### src/rtl/dslope_pkg.sv
package dslope_pkg;
    typedef enum logic [2:0] {
        ST_IDLE   = 3'd0,
        ST_ZERO   = 3'd1,
        ST_GAP_ZI = 3'd2,
        ST_INTEG  = 3'd3,
        ST_GAP_ID = 3'd4,
        ST_DEINT  = 3'd5,
        ST_GAP_DZ = 3'd6
    } phase_t;
endpackage

### src/rtl/dslope_sync.sv
// Multi-flop synchronizer with a rising-edge detector behind it.
module dslope_sync #(
    parameter int STAGES = 2
) (
    input  logic clk,
    input  logic rst_n,
    input  logic async_in,
    output logic rise
);
    logic [STAGES:0] chain;

    always_ff @(posedge clk or negedge rst_n) begin
        if (!rst_n) chain <= '0;
        else        chain <= {chain[STAGES-1:0], async_in};
    end

    // chain[STAGES-1] is the synchronized level, chain[STAGES] its previous value
    assign rise = chain[STAGES-1] & ~chain[STAGES];
endmodule

### src/rtl/dslope_timer.sv
// Phase cycle counter: cleared on every phase change.
module dslope_timer #(
    parameter int W = 8
) (
    input  logic         clk,
    input  logic         rst_n,
    input  logic         clr,
    output logic [W-1:0] cnt
);
    always_ff @(posedge clk or negedge rst_n) begin
        if (!rst_n)   cnt <= '0;
        else if (clr) cnt <= '0;
        else          cnt <= cnt + 1'b1;
    end
endmodule

### src/rtl/dslope_result.sv
// Result register with overrange flag and one-cycle valid strobe.
module dslope_result #(
    parameter int W       = 8,
    parameter int TIMEOUT = 128
) (
    input  logic         clk,
    input  logic         rst_n,
    input  logic         load,
    input  logic [W-1:0] load_val,
    input  logic         load_ovr,
    output logic [W-1:0] result,
    output logic         overrange,
    output logic         result_vld
);
    always_ff @(posedge clk or negedge rst_n) begin
        if (!rst_n) begin
            result     <= '0;
            overrange  <= 1'b0;
            result_vld <= 1'b0;
        end else begin
            result_vld <= load;
            if (load) begin
                result    <= load_val;
                overrange <= load_ovr;
            end
        end
    end

    a_r5_vld_pulse: assert property (@(posedge clk) disable iff (!rst_n)
        result_vld |=> !result_vld);
    a_r6_ovr_value: assert property (@(posedge clk) disable iff (!rst_n)
        (result_vld && overrange) |-> (result == W'(TIMEOUT)));
    a_r5_in_bounds: assert property (@(posedge clk) disable iff (!rst_n)
        result_vld |-> (result <= W'(TIMEOUT)));
endmodule

### src/rtl/dslope_seq.sv
module dslope_seq
    import dslope_pkg::*;
#(
    parameter int INT_CYC = 64,
    parameter int AZ_CYC  = 16,
    parameter int SYNC_STAGES = 2,
    localparam int TIMEOUT = 2 * INT_CYC,
    localparam int RES_W   = $clog2(TIMEOUT + 1),
    localparam int CNT_W   = $clog2(TIMEOUT + AZ_CYC + 1)
) (
    input  logic             clk,
    input  logic             rst_n,
    input  logic             run,
    input  logic             cmp_in,
    output logic             sw_zero,
    output logic             sw_input,
    output logic             sw_ref,
    output logic [RES_W-1:0] result,
    output logic             result_vld,
    output logic             overrange
);
    phase_t             state, state_nx;
    logic [CNT_W-1:0]   cnt;
    logic               cmp_rise;
    logic               ld;
    logic               ld_ovr;
    logic [RES_W-1:0]   ld_val;

    dslope_sync #(.STAGES(SYNC_STAGES)) u_sync (
        .clk(clk), .rst_n(rst_n), .async_in(cmp_in), .rise(cmp_rise)
    );

    dslope_timer #(.W(CNT_W)) u_timer (
        .clk(clk), .rst_n(rst_n), .clr(state_nx != state), .cnt(cnt)
    );

    dslope_result #(.W(RES_W), .TIMEOUT(TIMEOUT)) u_res (
        .clk(clk), .rst_n(rst_n), .load(ld), .load_val(ld_val),
        .load_ovr(ld_ovr), .result(result), .overrange(overrange),
        .result_vld(result_vld)
    );

    // state register
    always_ff @(posedge clk or negedge rst_n) begin
        if (!rst_n) state <= ST_IDLE;
        else        state <= state_nx;
    end

    // next state and result capture
    always_comb begin
        state_nx = state;
        ld       = 1'b0;
        ld_ovr   = 1'b0;
        ld_val   = RES_W'(cnt);
        unique case (state)
            ST_IDLE:   if (run) state_nx = ST_ZERO;
            ST_ZERO:   if (cnt == CNT_W'(AZ_CYC - 1)) state_nx = ST_GAP_ZI;
            ST_GAP_ZI: state_nx = ST_INTEG;
            ST_INTEG:  if (cnt == CNT_W'(INT_CYC - 1)) state_nx = ST_GAP_ID;
            ST_GAP_ID: state_nx = ST_DEINT;
            ST_DEINT: begin
                if (cmp_rise) begin
                    state_nx = ST_GAP_DZ;
                    ld       = 1'b1;
                end else if (cnt == CNT_W'(TIMEOUT - 1)) begin
                    state_nx = ST_GAP_DZ;
                    ld       = 1'b1;
                    ld_ovr   = 1'b1;
                    ld_val   = RES_W'(TIMEOUT);
                end
            end
            ST_GAP_DZ: state_nx = run ? ST_ZERO : ST_IDLE;
            default:   state_nx = ST_IDLE;
        endcase
    end

    // switch decode
    always_comb begin
        sw_zero  = 1'b0;
        sw_input = 1'b0;
        sw_ref   = 1'b0;
        unique case (state)
            ST_ZERO:  sw_zero  = 1'b1;
            ST_INTEG: sw_input = 1'b1;
            ST_DEINT: sw_ref   = 1'b1;
            default:  ;
        endcase
    end

    a_r2_exclusive: assert property (@(posedge clk) disable iff (!rst_n)
        $onehot0({sw_zero, sw_input, sw_ref}));
    a_r4_gap_after_zero: assert property (@(posedge clk) disable iff (!rst_n)
        $fell(sw_zero) |-> !(sw_input || sw_ref));
    a_r4_gap_after_input: assert property (@(posedge clk) disable iff (!rst_n)
        $fell(sw_input) |-> !(sw_zero || sw_ref));
    a_r4_gap_after_ref: assert property (@(posedge clk) disable iff (!rst_n)
        $fell(sw_ref) |-> !(sw_zero || sw_input));
    a_r3_int_len: assert property (@(posedge clk) disable iff (!rst_n)
        $fell(sw_input) |-> ($past(cnt) == CNT_W'(INT_CYC - 1)));
    a_r5_load_in_ref: assert property (@(posedge clk) disable iff (!rst_n)
        $rose(result_vld) |-> $past(sw_ref));
endmodule

### config.mk
export PLATFORM = sky130hd
export DESIGN_NAME = dslope_seq
export DESIGN_NICKNAME = d
export VERILOG_FILES = /design/src/rtl/dslope_pkg.sv /design/src/rtl/dslope_sync.sv /design/src/rtl/dslope_timer.sv /design/src/rtl/dslope_result.sv /design/src/rtl/dslope_seq.sv
export SDC_FILE = /design/constraint.sdc
export NUM_CORES = 1
export LEC_CHECK = 0
export ABC_CLOCK_PERIOD_IN_PS = 2100
export BUFFER_PORTS_ARGS = -buffer_cell sky130_fd_sc_hd__buf_4
export CAP_MARGIN = 40
export CORE_MARGIN = 2
export CORE_UTILIZATION = 54
export DETAILED_ROUTE_END_ITERATION = 8
export GPL_TIMING_DRIVEN = 0
export PLACE_DENSITY_LB_ADDON = 0.2
export SLEW_MARGIN = 0
export SYNTH_ARGS = -nofsm -noshare
export SYNTH_HDL_FRONTEND = slang
export SYNTH_SLANG_ARGS = --single-unit
### constraint.sdc
create_clock -name clk -period 2.1 [get_ports clk]
set_input_delay 0.21 -clock clk [delete_from_list [all_inputs] [get_ports clk]]
set_output_delay 0.21 -clock clk [all_outputs]
set_load 0.02 [all_outputs]
# Word-level counts from Yosys, hierarchy flattened
# Cells that the tools add are included.
[word_totals]
register_bits = 24
output_inout_bits = 13
inputBits = 4
elab_cells = 39
[classes]
muxes = 19
bitwise_logic = 2
reduce_logical = 1
n_eq_ne = 10
n_addsub = 1
[ops]
columns = ["operator", "n"]
rows = [
  ["2-to-1 mux 8 bit", 4],
  ["case mux 3 bit (7 select lines)", 1],
  ["2-to-1 mux 3 bit", 5],
  ["== test 3 bit (second input constant)", 3],
  ["2-to-1 mux 1 bit", 9],
  ["adder 8 x 1 -> 8 bit (second input constant)", 1],
  ["== test 8 x 4 -> 1 bit (second input constant)", 1],
  ["== test 8 x 6 -> 1 bit (second input constant)", 1],
  ["== test 8 x 7 -> 1 bit (second input constant)", 1],
  ["== test 3 x 2 -> 1 bit (second input constant)", 2],
  ["== test 3 x 1 -> 1 bit (second input constant)", 1],
  ["zero test 3 bit", 1],
  ["!= test 3 bit", 1],
  ["AND 1 bit", 1],
  ["NOT 1 bit", 1],
]

# Logic depth before layout (Yosys ltp)
# Gate-level depths: netlist of run 1.
[logic_depth]
word_depth = 6
ltp_mapped = 7

# Cells and area by module
# Synthesis of run 1 repeated with hierarchy kept, for this count alone.
[hier_totals]
hier_cells = 120
hier_area_um2 = 1283.7
[by_module_without_submodules]
columns = ["mod", "n_inst", "area_each_um2", "seq_area_each_um2", "cells_each"]
rows = [
  ["dslope_seq", 1, 445.4, 75.1, 62],
  ["dslope_result", 1, 396.6, 250.2, 20],
  ["dslope_timer", 1, 352.8, 200.2, 34],
  ["dslope_sync", 1, 88.8, 75.1, 4],
]

# Least setup slack after synthesis of run 1
# No wires, ideal clock.
[synth_timing]
kind = "register to register"
start = "register u_timer.cnt[0]"
end = "register u_res.result[5]"
path_slack_ps = 454
path_stages_with_launch = 7
setup_ps = 121
n_path_buf = 1
arrival_ps = 1525
synth_period_minus_slack_ps = 1646
cell_sequence = "dfrtp_1 ha_1 nand3_1 o41a_1 nand2b_4 buf_6 a22o_1"
[synth_via]
elab_chain_cells = 4
elab_cells_between_ends = 7
classes_between = "eq/ne (1); mux (6)"
[synth_lines]
columns = ["item", "line_no", "text"]
rows = [
  ["start, declared", "dslope_timer.sv:8", "output logic [W-1:0] cnt"],
  ["start signal, assigned", "dslope_timer.sv:13", "else cnt <= cnt + 1'b1;"],
  ["== test 8 x 7 -> 1 bit *", "dslope_seq.sv:65", "end else if (cnt == CNT_W'(TIMEOUT - 1)) begin"],
  ["2-to-1 mux 8 bit or 2-to-1 mux 1 bit (tied branches)", "dslope_seq.sv:65", ""],
  ["2-to-1 mux 8 bit or 2-to-1 mux 1 bit (tied branches)", "dslope_seq.sv:62", "if (cmp_rise) begin"],
  ["2-to-1 mux 8 bit or 2-to-1 mux 1 bit (tied branches)", "dslope_seq.sv:55", "unique case (state)"],
  ["end signal, assigned", "dslope_result.sv:23", "result <= load_val;"],
  ["end, declared", "dslope_result.sv:11", "output logic [W-1:0] result,"],
]
# Every way passes the cells marked *; elsewhere a longest branch is shown, timed or not.
# A chain may end at the register's enable or synchronous reset.

# Final worst setup path of run 1
[layout_timing]
start = "register u_timer.cnt[0]"
end = "register u_timer.cnt[5]"
[layout_via]
elab_chain_cells = 6
elab_cells_between_ends = 11
classes_between = "add/sub (1); eq/ne (4); mux (6)"
[layout_lines]
columns = ["item", "line_no", "text"]
rows = [
  ["== test 8 x 7 -> 1 bit", "dslope_seq.sv:65", ""],
  ["2-to-1 mux 3 bit", "dslope_seq.sv:65", ""],
  ["2-to-1 mux 3 bit", "dslope_seq.sv:62", ""],
  ["case mux 3 bit (7 select lines)", "dslope_seq.sv:55", ""],
  ["!= test 3 bit", "dslope_seq.sv:34", ".clk(clk), .rst_n(rst_n), .clr(state_nx != state), .cnt(cnt)"],
  ["2-to-1 mux 8 bit *", "dslope_timer.sv:12", "else if (clr) cnt <= '0;"],
]
# Marks and branches as above.

==> impl_metrics.env, run 1 <==
export IMPL_grt_remaining_overflow=0
export IMPL_crit_path_start_kind="flop"
export IMPL_cts_hold_buf=2
export IMPL_core_area_sq_um=1942
export IMPL_grt_pass1_vias=820
export IMPL_die_w_um=49.05
export IMPL_drc=0
export IMPL_holdPathEnd="u_timer.cnt[1]"
export IMPL_cp_max_fo=8
export IMPL_cts_root_buf="clkbuf_4"
export IMPL_fin_tns_setup_ns=0
export IMPL_top_level_ports=17
export IMPL_endpoint_kind="flop"
export IMPL_portBuffers=16
export IMPL_setup_viol=0
export IMPL_worst_r2r_path_depth=6
export IMPL_cts_resized=0
export IMPL_power_share_switching=0.3509
export IMPL_finalWeightedCongestion=0.8364
export IMPL_skew_ns=0.009428
export IMPL_seq_area_frac_synth=0.5479
export IMPL_multiInputGateArea_sq_um=434.2
export IMPL_hold_viol=0
export IMPL_vias_per_cell=5.906
export IMPL_rows=16
export IMPL_post_cts_setup_buffers=0
export IMPL_drtAntennaViolNets=0
export IMPL_n_antenna_cell=0
export IMPL_power_density_nw_per_um2=872.3
export IMPL_antenna_found_initial=0
export IMPL_timing_rr_start="u_timer.cnt[0]"
export IMPL_drt_iter0_drc=26
export IMPL_fillers=170
export IMPL_hold_path_cell_count=4
export IMPL_worstReg2RegEnd="u_timer.cnt[5]"
export IMPL_clock_latency_ns=0.31
export IMPL_drt_wl_total_um=2211
export IMPL_min_from="run"
export IMPL_ys_ff_latch=24
export IMPL_post_route_period_util=0.8780
export IMPL_final_max_slew_viol_count=0
export IMPL_dp_hpwl_um=1555
export IMPL_grt_usage=0.2097
export IMPL_worstPathArrival_ns=2.03
export IMPL_tightest_slew_ns=0.6334
export IMPL_rsz0062_at_grt="false"
export IMPL_power_leakage_nw=0.6075
export IMPL_power_switching_mw=0.3956
export IMPL_avgRoutedWirePerCell_um=14.84
export IMPL_clk_pin_slew_ns=0.12
export IMPL_syn2layout_area_growth_pct=17.92
export IMPL_dpl_cell_area_sq_um=1250
export IMPL_ir_drop_mv=0.6056
export IMPL_grt_pass1_wl_um=3781
export IMPL_grt_max_degree=25
export IMPL_ctsHtreeMaxLevel=1
export IMPL_syn_avg_cell_area_sq_um=10.85
export IMPL_floorplan_initialDensity=0.5644
export IMPL_min_path_type="in2reg"
export IMPL_clockPowerShare=0.172
export IMPL_finalNetCount=129
export IMPL_cts_sinks=24
export IMPL_pwr_share_comb=0.303
export IMPL_die_h_um=49.05
export IMPL_clockBufferDepth=2
export IMPL_seq_area_sq_um=600.6
export IMPL_slew_headroom=0.5758
export IMPL_drive_gt1_frac=0.2131
export IMPL_synth_nets=106
export IMPL_path_class="reg2reg"
export IMPL_final_cell_mix="dfrtp_1, buf_4, nand2_1, nor4_1"
export IMPL_synth_distinct_cells=32
export IMPL_status="complete, no violations"
export IMPL_first_pass_iters=4
export IMPL_period_minus_slack_ns=1.844
export IMPL_synthesis_area_sq_um=1096
export IMPL_clock_fmax_mhz=542.4
export IMPL_cap_violations=0
export IMPL_postSynthCellCount=101
export IMPL_num_vias=880
export IMPL_die_area_sq_um=2406
export IMPL_layout_commonest_cell="dfrtp_1"
export IMPL_cts_buffers=3
export IMPL_cts_tree="built"
export IMPL_worst_r2r_setup_slack_ns=0.26
export IMPL_final_area_sq_um=1292
export IMPL_p_int_mw=0.7319
export IMPL_pwr_share_seq=0.525
export IMPL_ys_warnings_count=0
export IMPL_cp_required_ns=2.28
==> through the flow <==
step	power, mW	setup WS, ns	utilization	hold WS, ns	instances
after floorplan	0.8393	0.4544	-	-0.08559	101
after global placement	0.9251	0.2932	0.6437	0.1184	144
after detailed placement	0.9370	0.2554	0.6437	0.1247	144
after CTS	1.133	0.2502	0.6656	0.2185	149
after global routing	1.207	0.1029	0.6656	0.2107	149
final	1.128	0.2563	0.6656	0.2289	149
==> sequential cells by signal (all words and copies together), names as in the netlist <==
signal and flops:
u_res.overrange 1, state 3, u_res.result_vld 1, u_timer.cnt 8, u_res.result 8, u_sync.chain 3
==> worst max-delay path, stage by stage, from the launching register on <==
cell and delay [ns]:
dfrtp_1 0.42, ha_1 0.23, and3_1 0.16, buf_2 0.16
nand3_1 0.08, o211ai_1 0.55, nor4_1 0.12
==> how the worst max path moves through the flow <==
stage	startpoint	endpoint	slack, ns	cells past startpoint
after floorplan	u_timer.cnt[0]	u_res.result[5]	0.45	6
after global placement	u_timer.cnt[0]	u_timer.cnt[4]	0.29	6
after detailed placement	u_timer.cnt[0]	u_timer.cnt[5]	0.26	6
after CTS	u_timer.cnt[0]	u_timer.cnt[5]	0.25	6
after global routing	u_timer.cnt[0]	u_timer.cnt[0]	0.10	6
final	u_timer.cnt[0]	u_timer.cnt[5]	0.26	6
==> routing by layer <==
layer | track usage | share of wire | routed length (um)
met5 | 0 | 0 | 0
met4 | 0.1000 | 0.012 | 27
met3 | 0.03988 | 0.049 | 108
met2 | 0.3174 | 0.47 | 1029
met1 | 0.2912 | 0.47 | 1046
==> layout make-up <==
type,instances,area share
buffer,5,0.02323
clock buffer,3,0.01742
inverter,7,0.02420
multi-input combinational,65,0.3359
sequential,24,0.4647
tap,27,0.02614
timing repair buffer,18,0.1084
==> cells in the mapped netlist, drive strengths merged <==
cell type | number | share of area
dfrtp | 24 | 0.55
nand2 | 8 | 0.027
nor4 | 8 | 0.046
a22o | 7 | 0.056
nand3 | 7 | 0.032
inv | 6 | 0.021
nor2 | 5 | 0.017
xnor2 | 5 | 0.040
buf | 4 | 0.024
nor3 | 3 | 0.014
and3 | 2 | 0.011
nand2b | 2 | 0.018
nand4 | 2 | 0.011
nor2b | 2 | 0.011
o211ai | 2 | 0.014
a221o | 1 | 0.0091
a2bb2oi | 1 | 0.0080
a31oi | 1 | 0.0057
a41o | 1 | 0.0091
a41oi | 1 | 0.0080
clkbuf | 1 | 0.0034
clkinv | 1 | 0.0080
ha | 1 | 0.011
nor4b | 1 | 0.0080
o21ai | 1 | 0.0046
o31ai | 1 | 0.0069
o32a | 1 | 0.0091
o41a | 1 | 0.010
xor2 | 1 | 0.0080
==> cells by family after synthesis <==
logic type      synth area share
compound gates            0.1404
fa+ha+maj                0.01141
buf+inv                  0.05593
simple gates              0.1963
flops                     0.5479
xor+xnor                 0.04794
==> power by group through the flow <==
| stage | combinational, mW | clock [mW] | sequential, mW |
|---|---|---|---|
| 3_5_place_dp | 0.335 | 0 | 0.602 |
| 3_3_place_gp | 0.326 | 0 | 0.599 |
| 4_1_cts | 0.340 | 0.200 | 0.592 |
| 6_report | 0.341 | 0.194 | 0.592 |
| 5_1_grt | 0.381 | 0.221 | 0.605 |
| 2_1_floorplan | 0.256 | 0 | 0.584 |
(Power assumes the default switching activity.)
==> run 2, diff against run 1 <==
- ABC_AREA: default -> 1
- SLEW_MARGIN: 0 -> default
==> run 2 against run 1 <==
  * Clock skew is 0.0036 ns lower
  * Worst setup slack better by 0.24 ns
  * Final area is 0.87% higher
  * Via count is 11% lower
  * Sequential power is 21% lower
  * Register-to-register slack better by 0.24 ns
  * Non-clock buffer count is 5 lower
  * Clock power hardly changed
==> impl_metrics.env, run 2 <==
export IMPL_wl_met2_um=1013
export IMPL_rows=16
export IMPL_endpoint_kind="flop"
export IMPL_route_met3_wl_um=66
export IMPL_grt_max_degree=25
export IMPL_n_antenna_cell=0
export IMPL_drt_met1_wl_um=834
export IMPL_yosysMostFrequentCell="dfrtp_1"
export IMPL_synth_top_area_frac=0.5424
export IMPL_cp_max_fo=9
export IMPL_cts_sinks=24
export IMPL_synth_async_sr_flop_share=1.000
export IMPL_period_minus_slack_ns=1.606
export IMPL_die_w_um=49.29
export IMPL_fin_cells=154
export IMPL_synth_common_cells="dfrtp_1, nor2_2, inv_1"
export IMPL_core_area_sq_um=1942
export IMPL_finalNetCount=134
export IMPL_synth_nets=111
export IMPL_syn2layout_area_growth_pct=17.74
export IMPL_post_route_period_util=0.7648
export IMPL_final_cell_mix="dfrtp_1, buf_4, nor2_2"
export IMPL_portBuffers=16
export IMPL_path_class="reg2reg"
export IMPL_min_path_type="in2async"
export IMPL_post_cts_setup_buffers=0
export IMPL_vias_per_cell=5.091
export IMPL_avgRoutedWirePerCell_um=12.53
export IMPL_cts_hold_buf=2
export IMPL_max_stage_delay_ns=0.44
export IMPL_worst_r2r_setup_slack_ns=0.49
export IMPL_slew_headroom=0.7616
export IMPL_status="complete, no violations"
export IMPL_synthTopCellsByArea="dfrtp_1, nor2_2, a22o_2"
export IMPL_crit_path_start_kind="flop"
export IMPL_path_cells="ha_1 -> nand3_4 -> inv_2 -> nand2_2 -> nand2_4 -> nand2_4 -> nand3_2 -> nand2_2 -> nand2_4 -> nor2_2"
export IMPL_synth_enable_flop_cells=0
export IMPL_synth_top_area_cell="dfrtp_1"
export IMPL_drt_wl_total_um=1930
export IMPL_postSynthCellCount=106
export IMPL_die_area_sq_um=2429
export IMPL_crit_top_cell="nand2_4"
export IMPL_rsz0062_at_grt="false"
export IMPL_worstPathArrival_ns=1.86
export IMPL_fillers=174
export IMPL_worstReg2RegEnd="u_timer.cnt[1]"
export IMPL_cp_required_ns=2.36
export IMPL_worst_r2r_path_depth=10
export IMPL_finalWeightedCongestion=0.7861
export IMPL_final_max_slew_viol_count=0
export IMPL_timing_rr_start="u_timer.cnt[0]"
export IMPL_cap_violations=0
export IMPL_ir_drop_mv=0.4496
export IMPL_setup_viol=0
export IMPL_layout_commonest_cell="dfrtp_1"
export IMPL_synth_main_ff_cell="dfrtp_1"
export IMPL_place_inst=149
export IMPL_fin_tns_setup_ns=0
export IMPL_slowest_stage="dfrtp_1"
export IMPL_grt_remaining_overflow=0
export IMPL_antenna_found_initial=0
export IMPL_synthesis_area_sq_um=1107
export IMPL_clock_latency_ns=0.31
export IMPL_drive_gt1_frac=0.4173
export IMPL_die_h_um=49.29
export IMPL_grt_usage=0.1932
export IMPL_synth_distinct_cells=24
export IMPL_floorplan_initialDensity=0.5702
export IMPL_drt_iter0_drc=7
export IMPL_num_vias=784
export IMPL_top_level_ports=17
export IMPL_cts_resized=0
export IMPL_ys_ff_latch=24
export IMPL_clock_fmax_mhz=622.7
export IMPL_tightest_slew_ns=0.3549
export IMPL_dp_hpwl_um=1471
export IMPL_ctsHtreeMaxLevel=1
export IMPL_grt_pass1_vias=818
export IMPL_skew_ns=0.005867
export IMPL_cts_root_buf="clkbuf_4"
export IMPL_seq_area_frac_synth=0.5424
export IMPL_cts_buffers=3
export IMPL_clockBufferDepth=2
export IMPL_syn_avg_cell_area_sq_um=10.45
export IMPL_top_regs="u_res.result (8), u_timer.cnt (8)"
export IMPL_power_leakage_nw=0.6351
export IMPL_drc=0
export IMPL_ys_warnings_count=0
export IMPL_power_density_nw_per_um2=523.2
export IMPL_hold_viol=0
export IMPL_top_layer_used="met4"
export IMPL_clk_pin_slew_ns=0.12
export IMPL_cts_tree="built"
export IMPL_first_pass_iters=4
export IMPL_drtAntennaViolNets=0
export IMPL_grt_pass1_wl_um=3539
==> run 2: worst max-delay path: cells and delay by family, from the launching register on <==
kind / cells / cell delay [ns]
AND/OR/NAND/NOR: 8 / 0.81
flip-flops: 1 / 0.44
buffers and inverters: 1 / 0.04
adder cells (fa/ha/maj): 1 / 0.26
==> run 2: worst max path at each step <==
stage	cells after the start	slack [ns]	to	start
finish	10	0.49	u_timer.cnt[1]	u_timer.cnt[0]
detailed placement	10	0.51	u_timer.cnt[1]	u_timer.cnt[0]
global placement	10	0.53	u_timer.cnt[5]	u_timer.cnt[0]
CTS	10	0.48	u_timer.cnt[1]	u_timer.cnt[0]
global route	10	0.38	u_timer.cnt[5]	u_timer.cnt[0]
floorplan	6	0.47	u_timer.cnt[5]	state[1]
==> run 2: metrics by stage <==
| stage | worst slack (ns) | utilization | cell area [sq um] | power, mW | hold WS [ns] |
|---|---|---|---|---|---|
| finish | 0.4940 | 0.6714 | 1304 | 0.6821 | 0.3112 |
| global route | 0.3838 | 0.6714 | 1304 | 0.7057 | 0.3450 |
| CTS | 0.4808 | 0.6714 | 1304 | 0.6876 | 0.3222 |
| detailed placement | 0.5116 | 0.6495 | 1261 | 0.4927 | 0.1250 |
| global placement | 0.5309 | 0.6495 | 1261 | 0.4919 | 0.1179 |
| floorplan | 0.4724 | - | 1107 | 0.4789 | -0.08559 |
==> run 2: layout make-up <==
type | count | area, sq um | share of cell area
repair buffers | 18 | 140.1 | 0.1075
clock buffers | 3 | 22.52 | 0.01727
multi-input cells | 67 | 450.4 | 0.3455
well taps | 27 | 33.78 | 0.02591
inverters | 15 | 56.30 | 0.04319
flip-flops and latches | 24 | 600.6 | 0.4607
==> run 2: kinds of logic (layout without fill, tap and decap cells) <==
family | after synthesis | count (layout) | synth area share
fa+ha+maj | 1 | 1 | 0.01130
compound gates | 18 | 18 | 0.1107
simple gates | 44 | 44 | 0.2531
xor+xnor | 4 | 4 | 0.03164
buf+inv | 15 | 36 | 0.05085
flops | 24 | 24 | 0.5424
==> run 2: power breakdown <==
group / internal (mW) / switching [mW] / total (mW) / leakage [nW]
Combinational: 0.00753 / 0.0124 / 0.0199 / 0.308
Clock: 0.0671 / 0.129 / 0.196 / 0.0138
Sequential: 0.465 / 0.000800 / 0.466 / 0.313
Total: 0.539 / 0.143 / 0.682 / 0.635
==> run 2: layer usage <==
metal,global-route usage,vias to the layer above
li1,-,387
met1,0.2293,379
met2,0.3559,16
met3,0.03988,2
met4,0.04286,0
met5,0,-
